==> config.mk <==
export PLATFORM = sky130hd
export DESIGN_NAME = mdu_top
export DESIGN_NICKNAME = d
export VERILOG_FILES = /design/src/rtl/mdu_pkg.sv /design/src/rtl/mdu_operand_prep.sv /design/src/rtl/mdu_mul_core.sv /design/src/rtl/mdu_div_core.sv /design/src/rtl/mdu_result_fix.sv /design/src/rtl/mdu_top.sv
export SDC_FILE = /design/constraint.sdc
export NUM_CORES = 1
export LEC_CHECK = 0
export ABC_AREA = 1
export BUFFER_PORTS_ARGS = -buffer_cell sky130_fd_sc_hd__buf_2
export CAP_MARGIN = 20
export CORE_MARGIN = 1
export CORE_UTILIZATION = 55
export CTS_CLUSTER_DIAMETER = 120
export DETAILED_ROUTE_END_ITERATION = 10
export PLACE_DENSITY = 0.73
export SLEW_MARGIN = 20
export SYNTH_ARGS = -nofsm -noshare
export SYNTH_HDL_FRONTEND = slang
export SYNTH_SLANG_ARGS = --single-unit
==> constraint.sdc <==
create_clock -name clk -period 4.8 [get_ports clk]
set_input_delay 0.24 -clock clk [delete_from_list [all_inputs] [get_ports clk]]
set_output_delay 0.24 -clock clk [all_outputs]
set_load 0.005 [all_outputs]
==> src/rtl/mdu_pkg.sv <==
// Package: shared operation codes and sequencer states for the
// multiply-divide unit. Assumes a 3-bit operation code field.
package mdu_pkg;

    typedef enum logic [2:0] {
        OP_MUL_S  = 3'd0,
        OP_MUL_U  = 3'd1,
        OP_DIV_S  = 3'd2,
        OP_DIV_U  = 3'd3,
        OP_MUL_LO = 3'd4
    } mdu_op_e;

    typedef enum logic [1:0] {
        ST_IDLE = 2'd0,
        ST_RUN  = 2'd1,
        ST_FIX  = 2'd2
    } mdu_state_e;

    localparam logic [2:0] OP_LAST = 3'd4;

    // True for codes the unit accepts.
    function automatic logic op_is_valid(input logic [2:0] code);
        return code <= OP_LAST;
    endfunction

    // True for operations that treat operands as two's complement.
    function automatic logic op_is_signed(input logic [2:0] code);
        return (code == OP_MUL_S) || (code == OP_DIV_S);
    endfunction

    // True for the two divide operations.
    function automatic logic op_is_div(input logic [2:0] code);
        return (code == OP_DIV_S) || (code == OP_DIV_U);
    endfunction

endpackage

==> src/rtl/mdu_operand_prep.sv <==
// Operand preparation: turns two operands into unsigned magnitudes plus
// sign flags. Purely combinational. Assumes WIDTH >= 2. When signed_i is
// low the operands pass through unchanged and both flags are zero.
module mdu_operand_prep #(
    parameter int WIDTH = 32
) (
    input  logic             signed_i,
    input  logic [WIDTH-1:0] a_i,
    input  logic [WIDTH-1:0] b_i,
    output logic [WIDTH-1:0] mag_a_o,
    output logic [WIDTH-1:0] mag_b_o,
    output logic             neg_a_o,
    output logic             neg_b_o
);

    // Sign detection and magnitude selection for both operands.
    always_comb begin
        neg_a_o = signed_i & a_i[WIDTH-1];
        neg_b_o = signed_i & b_i[WIDTH-1];
        mag_a_o = neg_a_o ? -a_i : a_i;
        mag_b_o = neg_b_o ? -b_i : b_i;
    end

endmodule

==> src/rtl/mdu_mul_core.sv <==
// Shift-and-add multiplier on unsigned magnitudes, one multiplier bit per
// step. After WIDTH steps following a load, prod_o holds the 2*WIDTH-bit
// unsigned product. Assumes load_i and step_i are never high together.
module mdu_mul_core #(
    parameter int WIDTH = 32
) (
    input  logic               clk,
    input  logic               rst_n,
    input  logic               load_i,
    input  logic               step_i,
    input  logic [WIDTH-1:0]   mag_a_i,
    input  logic [WIDTH-1:0]   mag_b_i,
    output logic [2*WIDTH-1:0] prod_o
);

    logic [WIDTH-1:0]   mcand_q;
    logic [2*WIDTH-1:0] acc_q;
    logic [WIDTH:0]     upper_sum;

    // Adds the multiplicand to the upper half when the current multiplier bit is set.
    always_comb begin
        upper_sum = {1'b0, acc_q[2*WIDTH-1:WIDTH]}
                  + (acc_q[0] ? {1'b0, mcand_q} : {(WIDTH+1){1'b0}});
    end

    // Loads the operands, then shifts the partial product right once per step.
    always_ff @(posedge clk) begin
        if (!rst_n) begin
            mcand_q <= '0;
            acc_q   <= '0;
        end else if (load_i) begin
            mcand_q <= mag_a_i;
            acc_q   <= {{WIDTH{1'b0}}, mag_b_i};
        end else if (step_i) begin
            acc_q   <= {upper_sum, acc_q[WIDTH-1:1]};
        end
    end

    assign prod_o = acc_q;

endmodule

==> src/rtl/mdu_div_core.sv <==
// Restoring divider on unsigned magnitudes, one quotient bit per step.
// After WIDTH steps following a load, quo_o and rem_o hold the unsigned
// quotient and remainder. With a zero divisor the values are not used.
module mdu_div_core #(
    parameter int WIDTH = 32
) (
    input  logic             clk,
    input  logic             rst_n,
    input  logic             load_i,
    input  logic             step_i,
    input  logic [WIDTH-1:0] mag_a_i,
    input  logic [WIDTH-1:0] mag_b_i,
    output logic [WIDTH-1:0] quo_o,
    output logic [WIDTH-1:0] rem_o
);

    logic [WIDTH-1:0] divisor_q;
    logic [WIDTH-1:0] quo_q;
    logic [WIDTH-1:0] rem_q;
    logic [WIDTH:0]   shifted;
    logic             fits;
    logic [WIDTH-1:0] diff;

    // Brings in the next dividend bit and trial-subtracts the divisor.
    always_comb begin
        shifted = {rem_q, quo_q[WIDTH-1]};
        fits    = shifted >= {1'b0, divisor_q};
        diff    = shifted[WIDTH-1:0] - divisor_q;
    end

    // Loads the operands, then records one quotient bit per step.
    always_ff @(posedge clk) begin
        if (!rst_n) begin
            divisor_q <= '0;
            quo_q     <= '0;
            rem_q     <= '0;
        end else if (load_i) begin
            divisor_q <= mag_b_i;
            quo_q     <= mag_a_i;
            rem_q     <= '0;
        end else if (step_i) begin
            rem_q     <= fits ? diff : shifted[WIDTH-1:0];
            quo_q     <= {quo_q[WIDTH-2:0], fits};
        end
    end

    assign quo_o = quo_q;
    assign rem_o = rem_q;

    // The partial remainder stays below a nonzero divisor (supports R5, R6).
    assert_rem_bound_R5: assert property (@(posedge clk) disable iff (!rst_n)
        (step_i && divisor_q != '0) |=> (rem_q < divisor_q));

endmodule

==> src/rtl/mdu_result_fix.sv <==
// Result correction: applies signs to the magnitude results and selects
// the divide-by-zero values. Combinational. Assumes the sign flags were
// produced for the same operation that op_i names.
module mdu_result_fix #(
    parameter int WIDTH = 32
) (
    input  mdu_pkg::mdu_op_e   op_i,
    input  logic               neg_a_i,
    input  logic               neg_b_i,
    input  logic               div_zero_i,
    input  logic [WIDTH-1:0]   dividend_i,
    input  logic [2*WIDTH-1:0] prod_i,
    input  logic [WIDTH-1:0]   quo_i,
    input  logic [WIDTH-1:0]   rem_i,
    output logic [WIDTH-1:0]   hi_o,
    output logic [WIDTH-1:0]   lo_o
);
    import mdu_pkg::*;

    logic [2*WIDTH-1:0] prod_fixed;
    logic [WIDTH-1:0]   quo_fixed;
    logic [WIDTH-1:0]   rem_fixed;
    logic               sgn;

    // Sign restoration for product, quotient (sign XOR) and remainder (dividend sign).
    always_comb begin
        sgn        = op_is_signed(op_i);
        prod_fixed = (sgn && (neg_a_i ^ neg_b_i)) ? -prod_i : prod_i;
        quo_fixed  = (sgn && (neg_a_i ^ neg_b_i)) ? -quo_i : quo_i;
        rem_fixed  = (sgn && neg_a_i) ? -rem_i : rem_i;
    end

    // Chooses the HI/LO pair by operation, with the divide-by-zero values.
    always_comb begin
        if (op_is_div(op_i)) begin
            if (div_zero_i) begin
                hi_o = dividend_i;
                lo_o = '1;
            end else begin
                hi_o = rem_fixed;
                lo_o = quo_fixed;
            end
        end else begin
            hi_o = prod_fixed[2*WIDTH-1:WIDTH];
            lo_o = prod_fixed[WIDTH-1:0];
        end
    end

endmodule

==> src/rtl/mdu_top.sv <==
// Multiply-divide unit top: accepts one operation at a time, sequences the
// shared iterative cores for WIDTH steps plus one correction cycle, and
// keeps the HI/LO pair and the low-product result. Assumes a single clock
// and a synchronous active-low reset.
module mdu_top #(
    parameter int WIDTH = 32
) (
    input  logic             clk,
    input  logic             rst_n,
    input  logic             start_i,
    input  logic [2:0]       op_i,
    input  logic [WIDTH-1:0] a_i,
    input  logic [WIDTH-1:0] b_i,
    output logic             busy_o,
    output logic [WIDTH-1:0] hi_o,
    output logic [WIDTH-1:0] lo_o,
    output logic [WIDTH-1:0] mul_lo_o
);
    import mdu_pkg::*;

    localparam int CW = $clog2(WIDTH + 1);
    localparam logic [CW-1:0] LAST_STEP = CW'(WIDTH - 1);

    mdu_state_e         state_q;
    logic [CW-1:0]      cnt_q;
    mdu_op_e            op_q;
    logic               neg_a_q;
    logic               neg_b_q;
    logic               div_zero_q;
    logic [WIDTH-1:0]   dividend_q;
    logic [WIDTH-1:0]   hi_q;
    logic [WIDTH-1:0]   lo_q;
    logic [WIDTH-1:0]   mul_lo_q;

    logic               accept;
    logic               running;
    logic [WIDTH-1:0]   mag_a;
    logic [WIDTH-1:0]   mag_b;
    logic               neg_a;
    logic               neg_b;
    logic [2*WIDTH-1:0] prod;
    logic [WIDTH-1:0]   quo;
    logic [WIDTH-1:0]   rem;
    logic [WIDTH-1:0]   hi_next;
    logic [WIDTH-1:0]   lo_next;

    // Start acceptance: idle and a defined code only.
    always_comb begin
        accept  = start_i && (state_q == ST_IDLE) && op_is_valid(op_i);
        running = (state_q == ST_RUN);
    end

    mdu_operand_prep #(.WIDTH(WIDTH)) u_prep (
        .signed_i (op_is_signed(op_i)),
        .a_i      (a_i),
        .b_i      (b_i),
        .mag_a_o  (mag_a),
        .mag_b_o  (mag_b),
        .neg_a_o  (neg_a),
        .neg_b_o  (neg_b)
    );

    mdu_mul_core #(.WIDTH(WIDTH)) u_mul (
        .clk     (clk),
        .rst_n   (rst_n),
        .load_i  (accept && !op_is_div(op_i)),
        .step_i  (running && !op_is_div(op_q)),
        .mag_a_i (mag_a),
        .mag_b_i (mag_b),
        .prod_o  (prod)
    );

    mdu_div_core #(.WIDTH(WIDTH)) u_div (
        .clk     (clk),
        .rst_n   (rst_n),
        .load_i  (accept && op_is_div(op_i)),
        .step_i  (running && op_is_div(op_q)),
        .mag_a_i (mag_a),
        .mag_b_i (mag_b),
        .quo_o   (quo),
        .rem_o   (rem)
    );

    mdu_result_fix #(.WIDTH(WIDTH)) u_fix (
        .op_i       (op_q),
        .neg_a_i    (neg_a_q),
        .neg_b_i    (neg_b_q),
        .div_zero_i (div_zero_q),
        .dividend_i (dividend_q),
        .prod_i     (prod),
        .quo_i      (quo),
        .rem_i      (rem),
        .hi_o       (hi_next),
        .lo_o       (lo_next)
    );

    // Sequencer: idle, WIDTH run steps, one correction cycle.
    always_ff @(posedge clk) begin
        if (!rst_n) begin
            state_q <= ST_IDLE;
            cnt_q   <= '0;
        end else begin
            case (state_q)
                ST_IDLE: if (accept) begin
                    state_q <= ST_RUN;
                    cnt_q   <= '0;
                end
                ST_RUN: begin
                    cnt_q <= cnt_q + 1'b1;
                    if (cnt_q == LAST_STEP) state_q <= ST_FIX;
                end
                ST_FIX:  state_q <= ST_IDLE;
                default: state_q <= ST_IDLE;
            endcase
        end
    end

    // Operation context captured at acceptance.
    always_ff @(posedge clk) begin
        if (!rst_n) begin
            op_q       <= OP_MUL_S;
            neg_a_q    <= 1'b0;
            neg_b_q    <= 1'b0;
            div_zero_q <= 1'b0;
            dividend_q <= '0;
        end else if (accept) begin
            op_q       <= mdu_op_e'(op_i);
            neg_a_q    <= neg_a;
            neg_b_q    <= neg_b;
            div_zero_q <= (b_i == '0);
            dividend_q <= a_i;
        end
    end

    // Result registers, written only in the correction cycle.
    always_ff @(posedge clk) begin
        if (!rst_n) begin
            hi_q     <= '0;
            lo_q     <= '0;
            mul_lo_q <= '0;
        end else if (state_q == ST_FIX) begin
            if (op_q == OP_MUL_LO) begin
                mul_lo_q <= lo_next;
            end else begin
                hi_q <= hi_next;
                lo_q <= lo_next;
            end
        end
    end

    assign busy_o   = (state_q != ST_IDLE);
    assign hi_o     = hi_q;
    assign lo_o     = lo_q;
    assign mul_lo_o = mul_lo_q;

    // Busy only rises in response to a start request.
    assert_busy_start_R1: assert property (@(posedge clk) disable iff (!rst_n)
        $rose(busy_o) |-> $past(start_i));

    // An undefined code seen while idle never starts an operation.
    assert_bad_code_R1: assert property (@(posedge clk) disable iff (!rst_n)
        (start_i && !busy_o && (op_i > OP_LAST)) |=> !busy_o);

    // The latched operation cannot change while the unit stays busy.
    assert_op_locked_R9: assert property (@(posedge clk) disable iff (!rst_n)
        (busy_o && $past(busy_o)) |-> $stable(op_q));

    // HI and LO change only at the cycle an operation ends.
    assert_hilo_hold_R10: assert property (@(posedge clk) disable iff (!rst_n)
        !$fell(busy_o) |-> ($stable(hi_o) && $stable(lo_o)));

    // A low-product multiply ends without touching HI or LO.
    assert_mullo_keeps_R8: assert property (@(posedge clk) disable iff (!rst_n)
        ($fell(busy_o) && op_q == OP_MUL_LO) |-> ($stable(hi_o) && $stable(lo_o)));

endmodule

==> summary.md <==
| Metric | Value |
|---|---|
| Effective utilization at floorplan | `56.1%` |
| Number of hold-slack violations in the final timing report | `0` |
| Drt first pass iters | `8` |
| Footprint of the flip-flops and latches | `6690 sq um` |
| Routed wire per std cell | `19.8 um` |
| Fraction of synthesis flops using an asynchronous set or reset pin | `0%` |
| Worst R2R Setup Slack | `1480 ps` |
| Global routing usage summed across all routing layers | `41.6%` |
| Most common library cell in the layout ignoring fill and taps | `nand2_1` |
| Number of nets produced by synthesis | `4223` |
| Placed wire-length estimate | `73500 um` |
| Via count of the first global-routing pass | `24288` |
| Power density relative to cell area | `336 nW/um^2` |
| RSZ-0062 raised after global routing | `false` |
| Warning count from the yosys run | `0` |
| Crit path time final | `3320 ps` |
| Die Y-Extent | `212 um` |
| Detailed Route Iter0 Violations | `3468` |
| Hold depth | `3` |
| Most frequent cells in the layout | `1042 x nand2_1, 559 x inv_1, 497 x nor2_1` |
| Worst Max-Slew Pin Slew | `1060 ps` |
| Static Leak | `13.7 nW` |
| CTS tree | `yes` |
| Area Growth Syn to Fin | `10.2%` |
| R2R Path Start | `state_q[1]` |
| Worst Setup Path Type | `reg -> reg` |
| Clk buf depth | `3` |
| Clock latency on the worst-skew pair | `580 ps` |
| First-pass GRT wire length | `143000 um` |
| Start point of the critical path | `state_q[1]` |
| TritonCTS Sinks | `334` |
| Pins Over Slew Limit | `0` |
| Classification of the worst-slack hold path | `in -> reg` |
| Largest vdd supply drop | `247 uV` |
| Multi-input logic area | `14700 sq um` |
| Final net count | `4304` |
| Tightest hold margin | `28.2 ps` |
| H-tree level count | `2` |
| Unique cell type count in the Yosys netlist | `57` |
| Core box area | `43400 sq um` |
| Diodes inserted | `0` |
| Maximum clock frequency | `301 MHz` |
| Setup crit start kind | `flip-flop` |
| Routability congestion estimate | `1.02` |
| Clock input transition at the sequential cells of the worst setup and hold paths | `60 ps` |
| Number of cell instances on the worst register-to-register path | `12` |
| Element type at the critical path end | `flip-flop` |
| Prevailing post-synth register cell | `dfxtp_1` |
| Number of rows created at floorplan | `76` |
| CTS root buffer | `clkbuf_16` |
| Timing endpoint of the critical path | `u_div.rem_o[22]` |
| Final global-route overflow total | `0` |
| Setup fix buffers added after clock tree synthesis | `0` |
| Number of flip-flops and latches in the synthesized netlist | `334` |
| Total die area | `45100 sq um` |
| Post-layout instance count excluding filler cells | `4778` |
| Remaining max-slew budget at the tightest pin | `29.5%` |
| Clock buffer count from CTS | `40` |
| Fin crit share | `69.1%` |
| Number of instances in the synthesized netlist | `4081` |
| Antenna-violating nets left | `0` |
| Post-Synthesis Cell Area | `24300 sq um` |
| Endpoint of the worst-slack reg-to-reg timing path | `u_div.rem_o[22]` |
| Biggest fanout along the worst timing path | `61` |
| Fraction of layout cells with a size suffix above 1 | `8.25%` |
| # setup viols final | `0` |
| Detailed-route vias per instance | `5.75` |
| Number of design rule violations left after detail routing | `0` |
| MaxCap Viol Count | `0` |
| Vias | `27453` |
| Port Buffers | `166` |
| Setup clock skew after layout | `20.2 ps` |
| Maximum number of pins on one net before global-route repair | `82` |
| Die span in x | `212 um` |
| CP required | `5310 ps` |
| Sequential element share of the synthesized area | `27.5%` |
| Outcome | `complete, no violations` |
| Total placed cells including tap cells | `4702` |
| Initial antenna violation count | `1` |
| PnR Total Power | `9.01 mW` |
| Count of flip-flops with a built-in enable after synthesis | `0` |
| Avg Cell Area, Syn | `5.96 sq um` |
| Top-level port count | `167` |
| Sum of routed wire length over all layers | `94700 um` |
| Total of fill cells in the finished design | `4457` |
| Setup_tns | `0 ps` |
| Data arrival at the endpoint of the critical path | `3830 ps` |
==> cell usage after synthesis (3+ instances only) <==
library cell / instances / area (sq um)
a31oi_1: 21 / 131
inv_2: 23 / 86.3
xor2_1: 78 / 683
o21ai_1: 43 / 215
nand3_2: 4 / 40.0
buf_1: 14 / 52.6
o21bai_1: 13 / 97.6
or2_2: 6 / 37.5
xnor2_1: 17 / 149
a221oi_1: 3 / 26.3
a22o_1: 14 / 123
o211ai_1: 27 / 203
a21o_1: 8 / 60.1
nor4_1: 5 / 31.3
a211oi_1: 3 / 22.5
dfxtp_1: 334 / 6690
nand2_1: 1042 / 3910
nor2_4: 8 / 90.1
o22ai_1: 36 / 225
a21oi_1: 295 / 1480
nor2_2: 19 / 119
nor2_1: 499 / 1870
ha_1: 70 / 876
buf_6: 13 / 146
buf_2: 35 / 175
a22oi_1: 3 / 22.5
nand3_1: 364 / 1820
inv_1: 560 / 2100
o21a_1: 5 / 37.5
nand2_2: 11 / 68.8
o21ai_4: 4 / 65.1
clkinv_1: 3 / 11.3
o21ai_0: 292 / 1460
clkbuf_1: 77 / 289
nor3_1: 41 / 205
o31ai_1: 4 / 30.0
buf_4: 11 / 82.6
nand4_1: 39 / 244
nand3b_1: 13 / 97.6
==> critical path, stage by stage (launching register included) <==
cell and delay [ps]:
dfxtp_1 390, inv_2 70, nand2_1 80, nor2_1 60, nand2_2 60, inv_2 100, nand2_2 290, inv_2 270
nor2_4 480, clkinv_2 860, a21oi_1 370, nand2_1 100, inv_1 60
==> cells by family after synthesis <==
group	after synthesis	synth area share (%)
flops	334	27.5
compound gates	781	17.6
xor+xnor	96	3.49
buf+inv	739	12.2
fa+ha+maj	72	3.76
simple gates	2059	35.4
==> routing by layer <==
layer  GRT usage [%]  vias to the layer above  part of all wire (%)
li1                -                    13294                     -
met1            59.4                    12384                    43
met2            58.8                     1536                    39
met3            7.65                      237                    12
met4            22.3                        2                   5.8
met5               0                        -                 0.014
==> metrics by stage <==
stage / cell area [sq um] / worst slack (ps) / util [%]
3_5_place_dp: 25300 / 1750 / 58.4
4_1_cts: 26800 / 1710 / 61.8
5_1_grt: 26800 / 1220 / 61.8
2_1_floorplan: 24300 / 2440 / -
3_3_place_gp: 25300 / 1780 / 58.4
6_report: 26800 / 1480 / 61.8
==> repair_timing <==
action	4_1_cts	5_1_grt
gates resized for setup	0	0
hold endpoints to repair	3	0
hold buffers	3	0
==> sequential cells by signal (all words and copies together) (netlist names), 2 cells and up <==
signal,flops
lo_o,32
hi_o,32
u_div.divisor_q,32
u_div.quo_o,32
u_mul.prod_o,64
u_div.rem_o,32
dividend_q,32
op_q,3
u_mul.mcand_q,32
cnt_q,6
mul_lo_o,32
state_q,2
==> area by class of cell <==
class / count / area share [%]
Multi-Input combinational cell: 3008 / 54.8
Sequential cell: 334 / 25.0
Inverter: 588 / 8.25
Clock buffer: 56 / 4.42
Timing Repair Buffer: 190 / 3.85
Tap cell: 585 / 2.73
Clock inverter: 17 / 1.00
==> how the worst min path moves through the flow <==
stage                                to           startpoint
detailed placement  u_div.divisor_q[30]  u_div.divisor_q[30]
floorplan                 dividend_q[0]               a_i[0]
finish                   dividend_q[15]              a_i[15]
global placement         dividend_q[12]       dividend_q[12]
CTS                      dividend_q[15]              a_i[15]
global route                    op_q[2]              op_i[2]
==> where the power goes <==
| group | internal [mW] | total (mW) | switching, mW |
|---|---|---|---|
| Sequential | 2.89 | 3.02 | 0.131 |
| Clock | 2.06 | 3.40 | 1.34 |
| Combinational | 0.722 | 2.59 | 1.87 |
(Power assumes the default switching activity.)
